`src/rtl/acc_alu_unit.sv`:
```
module acc_alu_unit #(
  parameter int W = 16
) (
  input  logic         clk,
  input  logic         rst_n,
  input  logic         issue,
  input  logic [15:0]  instr,
  input  logic [W-1:0] acc0,
  input  logic [W-1:0] acc1,
  input  logic [W-1:0] acc2,
  input  logic [W-1:0] acc3,
  input  logic         carry_in,
  output logic         skip,
  output logic         wr_en,
  output logic [1:0]   wr_dest,
  output logic [W-1:0] wr_data,
  output logic         wr_carry
);
  localparam int H = W / 2;

  logic [1:0] f_src, f_dst, f_sh, f_cy;
  logic [2:0] f_fn, f_sk;
  logic       f_nl, accept;

  assign f_src  = instr[14:13];
  assign f_dst  = instr[12:11];
  assign f_fn   = instr[10:8];
  assign f_sh   = instr[7:6];
  assign f_cy   = instr[5:4];
  assign f_nl   = instr[3];
  assign f_sk   = instr[2:0];
  assign accept = issue & instr[15];

  logic [W-1:0] s_op, d_op, fres, res;
  logic         base, tog, cmid, cfin;
  logic [W:0]   sum;

  always_comb begin
    case (f_src)
      2'd0: s_op = acc0;
      2'd1: s_op = acc1;
      2'd2: s_op = acc2;
      default: s_op = acc3;
    endcase
    case (f_dst)
      2'd0: d_op = acc0;
      2'd1: d_op = acc1;
      2'd2: d_op = acc2;
      default: d_op = acc3;
    endcase
  end

  always_comb begin
    case (f_cy)
      2'd0: base = carry_in;
      2'd1: base = 1'b0;
      2'd2: base = 1'b1;
      default: base = ~carry_in;
    endcase
  end

  always_comb begin
    sum  = '0;
    tog  = 1'b0;
    fres = '0;
    case (f_fn)
      3'd0: fres = ~s_op;
      3'd1: begin sum = {1'b0, ~s_op} + {{W{1'b0}}, 1'b1}; fres = sum[W-1:0]; tog = sum[W]; end
      3'd2: fres = s_op;
      3'd3: begin sum = {1'b0, s_op} + {{W{1'b0}}, 1'b1}; fres = sum[W-1:0]; tog = sum[W]; end
      3'd4: begin sum = {1'b0, ~s_op} + {1'b0, d_op}; fres = sum[W-1:0]; tog = sum[W]; end
      3'd5: begin sum = {1'b0, ~s_op} + {1'b0, d_op} + {{W{1'b0}}, 1'b1}; fres = sum[W-1:0]; tog = sum[W]; end
      3'd6: begin sum = {1'b0, s_op} + {1'b0, d_op}; fres = sum[W-1:0]; tog = sum[W]; end
      default: fres = s_op & d_op;
    endcase
    cmid = base ^ tog;
  end

  always_comb begin
    case (f_sh)
      2'd1: begin cfin = fres[W-1]; res = {fres[W-2:0], cmid}; end
      2'd2: begin cfin = fres[0];   res = {cmid, fres[W-1:1]}; end
      2'd3: begin cfin = cmid;      res = {fres[H-1:0], fres[W-1:H]}; end
      default: begin cfin = cmid;   res = fres; end
    endcase
  end

  assign skip = accept & (f_sk[0] ^ ((f_sk[2] & (res == '0)) | (f_sk[1] & ~cfin)));

  always_ff @(posedge clk or negedge rst_n) begin
    if (!rst_n) begin
      wr_en    <= 1'b0;
      wr_dest  <= '0;
      wr_data  <= '0;
      wr_carry <= 1'b0;
    end else begin
      wr_en <= accept & ~f_nl;
      if (accept & ~f_nl) begin
        wr_dest  <= f_dst;
        wr_data  <= res;
        wr_carry <= cfin;
      end
    end
  end

  AST_REJECT_NO_SKIP: assert property (@(posedge clk) disable iff (!rst_n)
    !(issue && instr[15]) |-> !skip);
  AST_REJECT_NO_WRITE: assert property (@(posedge clk) disable iff (!rst_n)
    !(issue && instr[15]) |=> !wr_en);
  AST_DEST_FOLLOWS_FIELD: assert property (@(posedge clk) disable iff (!rst_n)
    (issue && instr[15] && !instr[3]) |=> (wr_en && wr_dest == $past(instr[12:11])));
  AST_FORCED_ZERO_SWAP: assert property (@(posedge clk) disable iff (!rst_n)
    (issue && instr[15] && !instr[3] && instr[5:4] == 2'd1 && instr[7:6] == 2'd3
     && (instr[10:8] == 3'd0 || instr[10:8] == 3'd2 || instr[10:8] == 3'd7)) |=> !wr_carry);
  AST_FORCED_ONE_SWAP: assert property (@(posedge clk) disable iff (!rst_n)
    (issue && instr[15] && !instr[3] && instr[5:4] == 2'd2 && instr[7:6] == 2'd3
     && (instr[10:8] == 3'd0 || instr[10:8] == 3'd2 || instr[10:8] == 3'd7)) |=> wr_carry);
  AST_NOLOAD_HOLDS: assert property (@(posedge clk) disable iff (!rst_n)
    (issue && instr[15] && instr[3]) |=> (!wr_en && $stable(wr_data)));
  AST_WRITE_ONE_CYCLE: assert property (@(posedge clk) disable iff (!rst_n)
    wr_en |-> $past(issue && instr[15] && !instr[3]));
endmodule

```
`config.mk`:
```
export PLATFORM = sky130hd
export DESIGN_NAME = acc_alu_unit
export DESIGN_NICKNAME = d
export VERILOG_FILES = /design/src/rtl/acc_alu_unit.sv
export SDC_FILE = /design/constraint.sdc
export NUM_CORES = 1
export LEC_CHECK = 0
export ABC_CLOCK_PERIOD_IN_PS = 6000
export BUFFER_PORTS_ARGS = -buffer_cell sky130_fd_sc_hd__buf_2
export CAP_MARGIN = 20
export CORE_MARGIN = 4
export CORE_UTILIZATION = 25
export CTS_CLUSTER_DIAMETER = 200
export DETAILED_ROUTE_END_ITERATION = 7
export SYNTH_ARGS = -nofsm -noshare
export SYNTH_HDL_FRONTEND = slang
export SYNTH_SLANG_ARGS = --single-unit
```
`constraint.sdc`:
```
create_clock -name clk -period 6 [get_ports clk]
set_input_delay 0 -clock clk [delete_from_list [all_inputs] [get_ports clk]]
set_output_delay 0 -clock clk [all_outputs]
set_load 0.01 [all_outputs]
```
==> summary.md, run 1 <==
| Metric | Value |
|---|---|
| Status | `finished clean` |
| Fmax | `181 MHz` |
| RSZ-0062 raised after global routing | `no` |
| First-pass GRT wire length | `around 35 mm` |
| Post-route cell area | `around 6800 µm²` |
| Final GP Congestion | `just under 1` |
| Top post-synthesis cells by area | `mux4_2 (12%), dfrtp_1 (8.4%), ha_1 (8.1%), nand2_1 (5.7%), a21oi_1 (5.0%)` |
| Ys async rst share | `between 90% and 100%` |
| Final period util | `slightly above 90%` |
| Layout net count | `1,021` |
| Max Cap Violations | `0` |
| Peak fanout along the critical path | `18` |
| Minimum clock period | `5.53 ns` |
| Routed Antenna Nets | `0` |
| Synth Area per Inst | `~7.2 µm²` |
| Worst reg2reg path depth | `2` |
| Main flop type after synthesis | `dfrtp_1` |
| WS Path Type | `in2out` |
| Congestion Overflow GR | `0` |
| GRT Util Overall | `15.8%` |
| Post-synth top area share | `12.0%` |
| Worst r2r dst | `wr_data[11]$_DFFE_PN0P_` |
| CP endpoint kind | `primary output` |
| Fin Clk Skew | `0 ns` |
| TritonCTS Sinks | `20` |
| Postcts setup bufs | `0` |
| Number of flops mapped to enable cells by yosys | `0` |
| Syn_nets | `958` |
| Synthesized cell area | `5990 µm²` |
| TritonCTS clock tree | `done` |
| CTS H-tree lvls | `1` |
| Area after DPL | `6750 µm²` |
| Count of final setup violators | `0` |
| Clk pwr share | `10.3%` |
| Layout cells sized above 1 | `18.8%` |
| Worst vdd ir | `0.120 mV` |
| Inst Count DP | `1,209` |
| Die ar. | `between 20,000 and 30,000 µm²` |
| P&R area growth vs syn | `14.2%` |
| Row cnt | `56` |
| Initial antenna violation count | `0` |
| Sequential Power Share | `13.9%` |
| Hold WC Path Type | `in2async` |
| Reg-to-Reg Start | `wr_data[11]$_DFFE_PN0P_` |
| Setup slack, reg-to-reg | `5.17 ns` |
| Clock latency on the worst-skew pair | `0.25 ns` |
| Worst Path Required | `6.00 ns` |
| Power density over the cells | `roughly 190 nW/µm²` |
| Dpl hpwl | `17.6 mm` |
| # diodes | `0` |
| Comb pwr share | `75.8%` |
| Ys Warns | `0` |
| DR iter-0 viols | `667` |
| Synthesized flop and latch total | `20` |
| IO Pins | `about 110` |
| Max_slew headroom | `38.6%` |
| Post-Layout Cell Count | `1,213` |
| Via density | `5.73` |
| Die Y-Extent | `163 µm` |
| Final wirelength | `21.9 mm` |
| Routed length per instance | `18.1 µm` |
| Critical path launch point type | `input port` |
| Clock Tree Buf Depth | `2` |
| Vias post-DR | `6,955` |
| Synth unique cells | `73` |
| Number of remaining DRC errors | `0` |
| CTS Buf Count | `3` |
| Synth area leader | `mux4_2` |
| Die W | `between 150 and 200 µm` |
| Vias in the first global route | `6,362` |
| Core ar. | `23,500 µm²` |
| Clock root buffer | `clkbuf_16` |
| Critical Path AT | `5.53 ns` |
| Syn Inst Count | `833` |
| Leak Pwr | `about 2.7 nW` |
| Seq/Total Area, Yosys | `8.36%` |
| Initial Util | `25.4%` |
| Sw frac | `between 50 and 60%` |
| Setup TNS | `0 ns` |
| Final count of hold timing violations | `0` |
| Count of cells resized by post-cts repair | `0` |
| Largest net degree at the start of global routing | `34` |
| Internal Power | `0.000623 W` |
| Total iterations of the first detailed-routing run | `5` |
| Clk slew on worst S/H paths | `0.05 ns` |
| IO Port Bufs | `104` |
| Max-slew violations | `0` |
| Least-Margin Pin Slew | `0.913 ns` |
| Fillers | `2,647` |
| Net Switching | `0.000667 W` |
==> layer usage <==
metal | part of all wire (%) | up-vias | routed length, µm | track usage (%)
met3 | 10 | 18 | 2250 | 1.77
met5 | 0 | - | 0 | 0
li1 | - | 3287 | - | -
met2 | 41 | 400 | 8940 | 23.4
met1 | 48 | 3250 | 10500 | 25.1
met4 | 0.82 | 0 | 179 | 1.91
==> registers in the layout, summed over array words and instances, names as in the netlist <==
name      cells
wr_data      16
wr_en         1
wr_carry      1
wr_dest       2
==> cell families after synthesis <==
kind of cell	count (synthesis)	share of synthesized area [%]
adder cells (fa/ha/maj)	41	8.82
buffers and inverters	103	6.64
XOR/XNOR	33	4.83
AO/OA/AOI/OAI	260	29.5
flip-flops	20	8.36
multiplexers	47	14.6
AND/OR/NAND/NOR	329	27.2
==> synth_stat cells, types with 9 or more instances <==
| master | instances |
|---|---|
| nor2b_1 | 9 |
| o211ai_1 | 23 |
| nor4_1 | 15 |
| mux4_2 | 32 |
| or2_2 | 11 |
| nor2_1 | 75 |
| dfrtp_1 | 20 |
| nand3_1 | 27 |
| mux2i_1 | 12 |
| nand2b_1 | 14 |
| inv_1 | 44 |
| a31oi_1 | 11 |
| o22ai_1 | 15 |
| or3_1 | 15 |
| xnor2_1 | 28 |
| nand2_1 | 91 |
| o21ai_0 | 50 |
| a21oi_1 | 60 |
| ha_1 | 39 |
| clkbuf_1 | 48 |
| nand4_1 | 11 |
| nor3_1 | 23 |
==> worst max-delay path: stages <==
cell and delay, ns:
buf_2 0.45, mux4_2 0.69, inv_1 0.21, ha_1 0.28
a211o_1 0.30, a311oi_1 0.26, buf_4 0.22, nor2_1 0.07
a221o_1 0.39, or3_1 0.46, or2_1 0.29, or4_1 0.55
a31oi_1 0.30, xnor2_1 0.20, o2111ai_1 0.17, nand2b_1 0.17
o31a_1 0.24, o211ai_1 0.11, buf_2 0.17
==> through the flow <==
stage | setup slack, ns | total power, W | util, % | hold slack [ns]
2_1_floorplan | 0.453 | 0.000857 | - | -0.296
3_3_place_gp | 0.517 | 0.00113 | 28.7 | -0.0294
3_5_place_dp | 0.438 | 0.00113 | 28.7 | -0.0321
4_1_cts | 0.434 | 0.00127 | 29.0 | 0.227
5_1_grt | 0.0370 | 0.00140 | 29.0 | 0.262
6_report | 0.473 | 0.00129 | 29.0 | 0.218
==> cells in the final DEF (no fill, tap or decap), types with 4 or more instances in the layout <==
cell / Yosys / final
buf_2: 3 / 104
nand2_1: 91 / 91
nor2_1: 75 / 75
a21oi_1: 60 / 60
o21ai_0: 50 / 50
inv_1: 44 / 44
ha_1: 39 / 39
mux4_2: 32 / 32
xnor2_1: 28 / 28
nand3_1: 27 / 27
o211ai_1: 23 / 23
nor3_1: 23 / 23
dfrtp_1: 20 / 20
or3_1: 15 / 15
o22ai_1: 15 / 15
nor4_1: 15 / 15
nand2b_1: 14 / 14
mux2i_1: 12 / 12
or2_2: 11 / 11
nand4_1: 11 / 11
a31oi_1: 11 / 11
nor2b_1: 9 / 9
buf_4: 0 / 9
a211o_1: 8 / 8
and2_1: 8 / 8
a221oi_1: 8 / 8
and3_1: 8 / 8
a221o_1: 7 / 7
o2111ai_1: 7 / 7
a211oi_1: 7 / 7
o21a_1: 6 / 6
or4_1: 6 / 6
xor2_1: 5 / 5
nor4b_1: 5 / 5
o221ai_1: 5 / 5
a2111oi_0: 4 / 4
o31ai_1: 4 / 4
o31a_1: 4 / 4
a21o_1: 4 / 4
==> cell type report <==
type                    instances  area, µm²  area share, %
well taps                     319        399           5.84
inverters                      47        176           2.58
multi-input cells             710       5090           74.4
flip-flops and latches         20        500           7.32
clock buffers                   3       75.1           1.10
repair buffers                114        598           8.74
==> what timing repair did <==
action | in CTS | in global routing
hold buffers | 1 | 0
endpoints found under the hold margin | 20 | 0
endpoints found under the setup margin | 0 | 0
==> worst max path at each step <==
stage,end,from
after detailed placement,skip,instr[13]
after CTS,skip,instr[13]
after floorplan,skip,instr[11]
final,skip,instr[13]
after global routing,skip,instr[13]
after global placement,skip,instr[13]
==> power groups by stage <==
stage | Combinational [W] | Sequential, W | Clock (W)
final | 0.000979 | 0.000179 | 0.000133
after global routing | 0.00107 | 0.000182 | 0.000141
after floorplan | 0.000664 | 0.000194 | 0
after global placement | 0.000945 | 0.000180 | 0
after detailed placement | 0.000951 | 0.000181 | 0
after CTS | 0.000956 | 0.000179 | 0.000135
No activity file was read; power rests on OpenSTA's default activity.
==> run 2, diff against run 1 <==
- BUFFER_PORTS_ARGS: -buffer_cell sky130_fd_sc_hd__buf_2 -> -buffer_cell sky130_fd_sc_hd__buf_4
==> summary.md, run 2 (synthesis results as in run 1) <==
| Metric | Value |
|---|---|
| Status | `finished clean` |
| CTS H-tree lvls | `1 (unchanged)` |
| RSZ-0062 raised after global routing | `no` |
| Final period util | `92.7% (+0.56 points)` |
| Hold WC Path Type | `in2async` |
| Layout net count | `1,017 (-0.39%)` |
| Most frequent cells in the layout | `buf_4 (109), nand2_1 (91), nor2_1 (75), a21oi_1 (60), o21ai_0 (50)` |
| Leak Pwr | `2.81 nW (+2.6%)` |
| Fmax | `180 MHz (-0.61%)` |
| Clock latency on the worst-skew pair | `0.25 ns (about the same)` |
| CP most frequent cell | `buf_4` |
| Sequential Power Share | `13.6% (-0.3 points)` |
| Sw frac | `50.2% (-1.4 points)` |
| Dpl hpwl | `18.5 mm (+5.4%)` |
| IO Pins | `105 (unchanged)` |
| Peak fanout along the critical path | `18 (unchanged)` |
| Initial Util | `25.4% (unchanged)` |
| Largest Register | `wr_data` |
| Inst Count DP | `1,205 (-0.33%)` |
| Fillers | `2,615 (-1.2%)` |
| Final wirelength | `22.8 mm (+4.3%)` |
| Postcts setup bufs | `0 (unchanged)` |
| Clk slew on worst S/H paths | `0.05 ns (about the same)` |
| Largest net degree at the start of global routing | `34 (unchanged)` |
| Setup TNS | `0 ns (unchanged)` |
| Total Power | `0.00133 W (+2.8%)` |
| Peak per-stage delay on the critical path | `0.63 ns (-0.06 ns)` |
| Post-Layout Cell Count | `1,210 (-0.25%)` |
| TritonCTS clock tree | `done` |
| Critical path launch point type | `input port` |
| Worst vdd ir | `0.0820 mV (-32%)` |
| Internal Power | `0.000660 W (+5.9%)` |
| Max-slew violations | `0 (unchanged)` |
| Vias post-DR | `6,985 (+0.43%)` |
| Row cnt | `56 (unchanged)` |
| GRT Util Overall | `16.6% (+0.78 points)` |
| Via density | `5.77 (+0.68%)` |
| Largest registers | `wr_data (16), wr_dest (2)` |
| Slowest CP cell | `mux4_2` |
| Max_slew headroom | `22.4% (-16 points)` |
| TritonCTS Sinks | `20 (unchanged)` |
| Final GP Congestion | `0.961 (-1.4%)` |
| # diodes | `0 (unchanged)` |
| Die Y-Extent | `163 µm (unchanged)` |
| Count of cells resized by post-cts repair | `0 (unchanged)` |
| Clock root buffer | `clkbuf_16` |
| Comb pwr share | `75.5% (-0.3 points)` |
| Critical Path AT | `5.56 ns (+0.03 ns)` |
| Net Switching | `0.000667 W (about the same)` |
| IO Port Bufs | `104 (unchanged)` |
| CP startpoint | `instr[13]` |
| Fin Clk Skew | `0 ns (unchanged)` |
| Max Cap Violations | `0 (unchanged)` |
| Core ar. | `23,500 µm² (unchanged)` |
| Die ar. | `26,500 µm² (unchanged)` |
| Number of remaining DRC errors | `0 (unchanged)` |
| CP cell instances | `buf_4 > mux4_2 > ha_1 > a2111oi_0 > a211oi_1 > o21ai_0 > a2111oi_0 > buf_4 > mux2_2 > nor4_1 > o21bai_1 > a21oi_1 > o2bb2ai_1 > a21boi_1 > nand4_1 > o31a_1 > o211ai_1 > buf_4` |
| Layout cells sized above 1 | `18.5% (-0.27 points)` |
| Power density over the cells | `187 nW/µm² (-0.72%)` |
| Worst Path Required | `6.00 ns (about the same)` |
| Congestion Overflow GR | `0 (unchanged)` |
| Routed length per instance | `18.9 µm (+4.5%)` |
| P&R area growth vs syn | `18.3%` |
| Die W | `163 µm (unchanged)` |
| Count of final setup violators | `0 (unchanged)` |
| Post-layout util | `30.1% (+1.0 points)` |
| Commonest non-fill, non-tap cell in the layout | `buf_4` |
| Minimum clock period | `5.56 ns (+0.0337 ns)` |
| CP endpoint kind | `primary output` |
| Least-Margin Pin Slew | `1.15 ns (+0.240 ns)` |
| Max FFs per register | `16 (unchanged)` |
| Vias in the first global route | `6,540 (+2.8%)` |
| Final count of hold timing violations | `0 (unchanged)` |
| Clk pwr share | `11.0% (+0.7 points)` |
| Initial antenna violation count | `0 (unchanged)` |
| WS Path Type | `in2out` |
| First-pass GRT wire length | `36.2 mm (+3.7%)` |
| CTS Buf Count | `3 (unchanged)` |
| Total iterations of the first detailed-routing run | `5 (unchanged)` |
| DR iter-0 viols | `591 (-11%)` |
| Clock Tree Buf Depth | `2 (unchanged)` |
| Routed Antenna Nets | `0 (unchanged)` |
| Reg-to-Reg Start | `wr_data[11]$_DFFE_PN0P_` |
==> run 2: changes by cell type in the layout (fill, tap and decap cells not counted) <==
cell | before | now
clkbuf_8 | 0 | 1
buf_4 | 9 | 109
buf_2 | 104 | 0
==> run 2: timing repair <==
| item | 4_1_cts | 5_1_grt |
|---|---|---|
| hold buffers | 1 | 0 |
| endpoints found under the hold margin | 20 | 0 |
| endpoints found under the setup margin | 0 | 0 |
==> run 2: power by group through the flow <==
| stage | Clock, W | Combinational [W] | Sequential (W) |
|---|---|---|---|
| floorplan | 0 | 0.000664 | 0.000194 |
| global placement | 0 | 0.000970 | 0.000182 |
| detailed placement | 0 | 0.000977 | 0.000183 |
| CTS | 0.000148 | 0.000982 | 0.000180 |
| global route | 0.000154 | 0.00110 | 0.000184 |
| finish | 0.000145 | 0.00100 | 0.000180 |
==> run 2: worst paths after layout <==
kind                                                 to  slack, ns  cells past startpoint
worst max-delay path                               skip       0.44                     18
worst min register to register  wr_data[10]$_DFFE_PN0P_       0.48                      2
max in group asynchronous       wr_data[13]$_DFFE_PN0P_       5.63                      2
worst max register to register  wr_data[11]$_DFFE_PN0P_       5.17                      2
worst min-delay path             wr_data[4]$_DFFE_PN0P_       0.17                      2
min in group clk                 wr_dest[1]$_DFFE_PN0P_       0.27                      3
==> run 2: worst max-delay path, delay by kind of cell <==
kind,cells,cell delay [ns]
compound gates,10,2.66
fa+ha+maj,1,0.59
buf+inv,3,0.67
mux,2,0.95
simple gates,2,0.67
==> run 2: metrics by stage <==
| stage | setup WS [ns] | area, µm² | hold slack (ns) |
|---|---|---|---|
| floorplan | 0.453 | 5990 | -0.296 |
| global placement | 0.556 | 6980 | -0.110 |
| global route | 0.141 | 7080 | 0.200 |
| detailed placement | 0.507 | 6980 | -0.112 |
| finish | 0.439 | 7080 | 0.171 |
| CTS | 0.453 | 7080 | 0.178 |
==> run 2: final cells by class <==
class | count | area, µm² | area share, %
multi-input cells | 710 | 5090 | 71.9
clock buffers | 4 | 88.8 | 1.25
inverters | 47 | 176 | 2.49
repair buffers | 110 | 828 | 11.7
well taps | 319 | 399 | 5.64
flip-flops and latches | 20 | 500 | 7.07
==> run 2: routing by layer <==
layer | share of wire, % | routed length (µm) | GRT usage (%)
met3 | 11 | 2510 | 2.94
met1 | 46 | 10600 | 25.2
met4 | 1.6 | 367 | 2.67
met5 | 0 | 0 | 0
met2 | 41 | 9350 | 24.9
